### src/rtl/bus_arb_pkg.sv
package bus_arb_pkg;

  typedef enum logic [1:0] {
    LK_FREE = 2'd0,
    LK_PEND = 2'd1,
    LK_HELD = 2'd2
  } lock_st_e;

  // saturating decrement on a 32-bit container; callers truncate
  function automatic int unsigned sat_dec(input int unsigned v);
    return (v == 0) ? 0 : v - 1;
  endfunction

  // next index on a ring of n slots
  function automatic int unsigned ring_idx(input int unsigned base,
                                           input int unsigned off,
                                           input int unsigned n);
    return (base + off) % n;
  endfunction

endpackage

### src/rtl/bus_arb_rr.sv
module bus_arb_rr #(
  parameter int N_AGENTS = 4,
  localparam int IW = (N_AGENTS > 1) ? $clog2(N_AGENTS) : 1
) (
  input  logic                clk,
  input  logic                rst_n,
  input  logic [N_AGENTS-1:0] elig_i,
  input  logic                adv_i,
  input  logic [IW-1:0]       owner_i,
  output logic [N_AGENTS-1:0] pick_oh_o,
  output logic                pick_vld_o
);
  import bus_arb_pkg::*;

  logic [IW-1:0] last_q;

  always_ff @(posedge clk or negedge rst_n) begin
    if (!rst_n)     last_q <= IW'(N_AGENTS - 1);
    else if (adv_i) last_q <= owner_i;
  end

  always_comb begin
    int unsigned c;
    logic found;
    pick_oh_o = '0;
    found     = 1'b0;
    c         = 0;
    for (int off = 1; off <= N_AGENTS; off++) begin
      c = ring_idx(int'(last_q), off, N_AGENTS);
      if (!found && elig_i[c]) begin
        pick_oh_o[c] = 1'b1;
        found        = 1'b1;
      end
    end
    pick_vld_o = found;
  end

endmodule

### src/rtl/bus_arb_lock.sv
module bus_arb_lock (
  input  logic clk,
  input  logic rst_n,
  input  logic accept_i,
  input  logic owner_up_i,
  input  logic lock_rd_i,
  input  logic done_ok_i,
  input  logic abort_i,
  input  logic unlock_i,
  output logic locked_o,
  output logic pend_o
);
  import bus_arb_pkg::*;

  lock_st_e st_q, st_d;

  always_comb begin
    st_d = st_q;
    unique case (st_q)
      LK_FREE: if (accept_i && owner_up_i && lock_rd_i) st_d = LK_PEND;
      LK_PEND: if (done_ok_i) st_d = abort_i ? LK_FREE : LK_HELD;
      LK_HELD: if (unlock_i) st_d = LK_FREE;
      default: st_d = LK_FREE;
    endcase
  end

  always_ff @(posedge clk or negedge rst_n) begin
    if (!rst_n) st_q <= LK_FREE;
    else        st_q <= st_d;
  end

  assign locked_o = (st_q == LK_HELD);
  assign pend_o   = (st_q == LK_PEND);

endmodule

### src/rtl/bus_arb_mlt.sv
module bus_arb_mlt #(
  parameter int TMR_W   = 8,
  parameter int RST_LAT = 16
) (
  input  logic             clk,
  input  logic             rst_n,
  input  logic             wr_i,
  input  logic [TMR_W-1:0] wdata_i,
  input  logic             load_i,
  input  logic             run_i,
  output logic [TMR_W-1:0] cnt_o,
  output logic             zero_o
);
  import bus_arb_pkg::*;

  logic [TMR_W-1:0] reload_q;
  logic [TMR_W-1:0] cnt_q;

  always_ff @(posedge clk or negedge rst_n) begin
    if (!rst_n)    reload_q <= TMR_W'(RST_LAT);
    else if (wr_i) reload_q <= wdata_i;
  end

  always_ff @(posedge clk or negedge rst_n) begin
    if (!rst_n)      cnt_q <= '0;
    else if (load_i) cnt_q <= reload_q;
    else if (run_i)  cnt_q <= TMR_W'(sat_dec(int'(cnt_q)));
  end

  assign cnt_o  = cnt_q;
  assign zero_o = (cnt_q == '0);

endmodule

### src/rtl/bus_arb_top.sv
module bus_arb_top #(
  parameter int N_AGENTS = 4,
  parameter int UP_IDX   = 0,
  parameter int TMR_W    = 8,
  parameter int RST_LAT  = 16
) (
  input  logic                clk,
  input  logic                rst_n,
  input  logic [N_AGENTS-1:0] req_i,
  input  logic                start_i,
  input  logic                done_i,
  input  logic                lock_rd_i,
  input  logic                abort_i,
  input  logic                unlock_i,
  input  logic                tmr_wr_i,
  input  logic [TMR_W-1:0]    tmr_wdata_i,
  output logic [N_AGENTS-1:0] grant_o,
  output logic                busy_o,
  output logic                locked_o,
  output logic                frame_rel_o,
  output logic [TMR_W-1:0]    tmr_cnt_o
);
  localparam int IW = (N_AGENTS > 1) ? $clog2(N_AGENTS) : 1;
  localparam logic [N_AGENTS-1:0] UP_MASK = N_AGENTS'(1) << UP_IDX;

  function automatic logic [IW-1:0] oh_to_idx(input logic [N_AGENTS-1:0] oh);
    logic [IW-1:0] r;
    r = '0;
    for (int i = 0; i < N_AGENTS; i++) if (oh[i]) r = IW'(i);
    return r;
  endfunction

  logic [N_AGENTS-1:0] grant_q;
  logic                busy_q;
  logic                accept;
  logic                done_ok;
  logic                locked;
  logic                lock_pend;
  logic [N_AGENTS-1:0] elig;
  logic [N_AGENTS-1:0] pick_oh;
  logic                pick_vld;
  logic                cnt_zero;
  logic [IW-1:0]       owner_idx;
  logic                others_wait;

  assign accept    = start_i && !busy_q && (|grant_q);
  assign done_ok   = done_i && busy_q;
  assign owner_idx = oh_to_idx(grant_q);
  assign elig      = locked ? (req_i & UP_MASK) : req_i;
  assign others_wait = |(elig & ~grant_q);

  bus_arb_rr #(.N_AGENTS(N_AGENTS)) u_rr (
    .clk        (clk),
    .rst_n      (rst_n),
    .elig_i     (elig),
    .adv_i      (accept),
    .owner_i    (owner_idx),
    .pick_oh_o  (pick_oh),
    .pick_vld_o (pick_vld)
  );

  bus_arb_lock u_lock (
    .clk        (clk),
    .rst_n      (rst_n),
    .accept_i   (accept),
    .owner_up_i (grant_q[UP_IDX]),
    .lock_rd_i  (lock_rd_i),
    .done_ok_i  (done_ok),
    .abort_i    (abort_i),
    .unlock_i   (unlock_i),
    .locked_o   (locked),
    .pend_o     (lock_pend)
  );

  bus_arb_mlt #(.TMR_W(TMR_W), .RST_LAT(RST_LAT)) u_mlt (
    .clk     (clk),
    .rst_n   (rst_n),
    .wr_i    (tmr_wr_i),
    .wdata_i (tmr_wdata_i),
    .load_i  (accept),
    .run_i   (busy_q),
    .cnt_o   (tmr_cnt_o),
    .zero_o  (cnt_zero)
  );

  always_ff @(posedge clk or negedge rst_n) begin
    if (!rst_n) begin
      busy_q <= 1'b0;
    end else if (accept) begin
      busy_q <= 1'b1;
    end else if (done_ok) begin
      busy_q <= 1'b0;
    end
  end

  always_ff @(posedge clk or negedge rst_n) begin
    if (!rst_n) begin
      grant_q <= '0;
    end else if (!busy_q && !accept) begin
      grant_q <= pick_vld ? pick_oh : '0;
    end
  end

  assign grant_o     = grant_q;
  assign busy_o      = busy_q;
  assign locked_o    = locked;
  assign frame_rel_o = busy_q && cnt_zero && others_wait;

endmodule

### config.mk
export PLATFORM = sky130hd
export DESIGN_NAME = bus_arb_top
export DESIGN_NICKNAME = d
export VERILOG_FILES = /design/src/rtl/bus_arb_pkg.sv /design/src/rtl/bus_arb_rr.sv /design/src/rtl/bus_arb_lock.sv /design/src/rtl/bus_arb_mlt.sv /design/src/rtl/bus_arb_top.sv
export SDC_FILE = /design/constraint.sdc
export NUM_CORES = 1
export LEC_CHECK = 0
export BUFFER_PORTS_ARGS = -buffer_cell sky130_fd_sc_hd__buf_2
export CORE_AREA = 4 4 93 86
export DETAILED_ROUTE_END_ITERATION = 8
export DIE_AREA = 0 0 97 90
export SKIP_CTS_REPAIR_TIMING = 1
export SLEW_MARGIN = 10
export SYNTH_ARGS = -nofsm -noshare
export SYNTH_HDL_FRONTEND = slang
export SYNTH_SLANG_ARGS = --single-unit
### constraint.sdc
create_clock -name clk -period 2.45 [get_ports clk]
set_clock_uncertainty 0.1 [all_clocks]
set_input_delay 0.245 -clock clk [delete_from_list [all_inputs] [get_ports clk]]
set_output_delay 0.245 -clock clk [all_outputs]
set_load 0.01 [all_outputs]
==> qor.txt <==
Final setup fails: 0
Synth Flop Type: dfrtp_1
Biggest area consumer among synthesized cells: dfrtp_1
Total chip power: 2.171 mW
GPL Wtd Cong: 0.9276
Ys Warns: 0
Worst slew pin tran: 0.5698 ns
Fraction of layout instances using a drive strength above 1: 34.72%
Gr ovfl total: 0
DP Wirelength: 3454 um
F_max: 438.4 MHz
Mapped cell area: 0.001733 sq mm
Worst EP arrival: 2.38 ns
DRT iter0 DRCs: 89
RSZ-0062 raised after global routing: no
Height of the die: 90 um
Slew Limit Fails: 0
Clock sinks: 25
Max VDD drop: 0.2937 mV
Clock Path Buffers: 2
CP Max Fanout: 9
Die Wd: 97 um
Net count after synthesis: 208
Vias in the first global route: 1,480
WL/cell: 14.27 um
Layout fillers: 730
TritonCTS clock tree: yes
Unique masters post-synth: 48
Global-route wire length before repair: 7376 um
Outcome: finished, final reports clean
DRT Wirelength: 4410 um
Port Buffers: 34
Max Cap Violations: 0
Synth top area share: 31.77%
Final period utilization: 93.10%
Via count: 1,497
CP startpoint kind: flop
H-tree depth: 1
Worst slew margin: 62.01%
Area growth syn-to-layout: 19.42%
# DRC: 0
Die ar.: 0.008730 sq mm
Synth Area per Inst: 9.681 sq um
EDFF count, synth: 0
Hold WC Path Type: in2reg
Vias/cell: 4.845
Clock root buffer: clkbuf_8
First drt pass iteration count: 5
NumNets Final: 246
Crit Path Category: reg2reg
Crit. End Element: flop
Starting Density: 24.75%
Min Clock Period, post-route: 2.281 ns
Leak Pwr: 0.8258 nW
Synth area leaders: dfrtp_1 32%, ha_1 6.5%, mux2_2 5.8%
Post-route ant nets: 0
Final hold viol count: 0
Clock Latency Late Sink: 0.27 ns
PwrDens: 1049 mW/mm^2
Most frequent cell after synthesis: dfrtp_1
Clk pin slew, worst setup/hold paths: 0.10 ns
Ports: 35
Mapped Cells: 179
Post-synth ARST share: 100.0%
Row cnt: 29
Top post-synthesis cells by count: 22 x dfrtp_1, 15 x nand2_1, 12 x a21oi_1, 12 x nor2_1, 12 x o21ai_0
GRT Overall Usage: 9.948%
Sequential area share after synthesis: 36.32%
Number of synthesized register bits: 25
CTS buffer count: 3
Antenna diode count: 0
Critical Path RT: 2.55 ns
Largest net degree at the start of global routing: 26
Setup TNS: 0 ns
Core area: 0.007003 sq mm
Initial antenna violation count: 0
Fin util: 29.55%
[critical path, stage by stage (launching register included)]
cell	delay (ns)
dfstp_2	0.62
inv_1	0.13
ha_1	0.41
or3_4	0.43
mux2i_4	0.19
nand3_1	0.13
a41oi_2	0.20
[cells by family after synthesis]
| group | share of synthesized area, % |
|---|---|
| compound gates | 21.44 |
| fa+ha+maj | 6.498 |
| buf+inv | 5.126 |
| flops | 36.32 |
| mux | 9.459 |
| simple gates | 21.16 |
[flip-flops by register name, summed over array words and instances, names as in the netlist]
signal	cells
busy_o	1
grant_o	4
u_lock.st_q	2
u_mlt.cnt_o	8
u_mlt.reload_q	8
u_rr.last_q	2
[metal layers]
layer | vias to the layer above | GRT usage [%] | share of wire, %
li1 | 739 | - | -
met1 | 704 | 14.32 | 49
met2 | 52 | 15.46 | 45
met3 | 2 | 2.322 | 5.0
met4 | 0 | 1.404 | 0.61
met5 | - | 0 | 0
[report_power, final]
group / internal (mW) / leakage, nW / total, mW / switching [mW]
Combinational: 0.501 / 0.504 / 1.19 / 0.685
Sequential: 0.556 / 0.296 / 0.724 / 0.168
Clock: 0.119 / 0.0261 / 0.262 / 0.142
Total: 1.18 / 0.826 / 2.17 / 0.995
[final timing paths]
path / startpoint / endpoint / slack [ns] / depth (start not counted)
setup / recovery: u_rr.last_q[1] / grant_o[2] / 0.17 / 6
hold / removal: unlock_i / u_lock.st_q[1] / 0.06 / 2
setup reg to reg: u_rr.last_q[1] / grant_o[2] / 0.17 / 6
hold reg to reg: u_mlt.reload_q[2] / u_mlt.reload_q[2] / 0.41 / 1
max in group asynchronous: rst_n / u_rr.last_q[0] / 1.47 / 2
min in group asynchronous: rst_n / u_mlt.cnt_o[7] / 0.40 / 2
[layout by cell type (no fill, tap or decap), types with 4 or more instances in the layout]
cell,n
nand3_1,4
nor3b_1,5
o21ai_0,12
ha_1,9
mux2i_1,4
buf_2,34
buf_4,5
mux2_2,9
dfrtp_1,22
inv_1,9
nor3_1,7
nor2_1,12
nand2_1,15
a311oi_1,4
a21oi_1,12
[metrics by stage]
stage                     cells  hold WS [ns]  worst slack, ns  area, sq um
after detailed placement    304        0.1729           0.2073         2009
after global routing        309       0.05405          0.02703         2069
after floorplan             179       -0.1506           0.1811         1733
after global placement      304        0.1707           0.2429         2009
final                       309       0.05981           0.1690         2069
after CTS                   308       -0.1277           0.1760         2059
[area by class of cell]
class,instances,area (sq um),share of cell area (%)
inverters,11,41.29,1.995
flip-flops and latches,25,629.4,30.41
multi-input cells,136,1015,49.03
well taps,93,116.4,5.623
clock inverters,1,8.758,0.4232
repair buffers,40,217.7,10.52
clock buffers,3,41.29,1.995
Note: power is estimated with default switching activity, not from simulation.
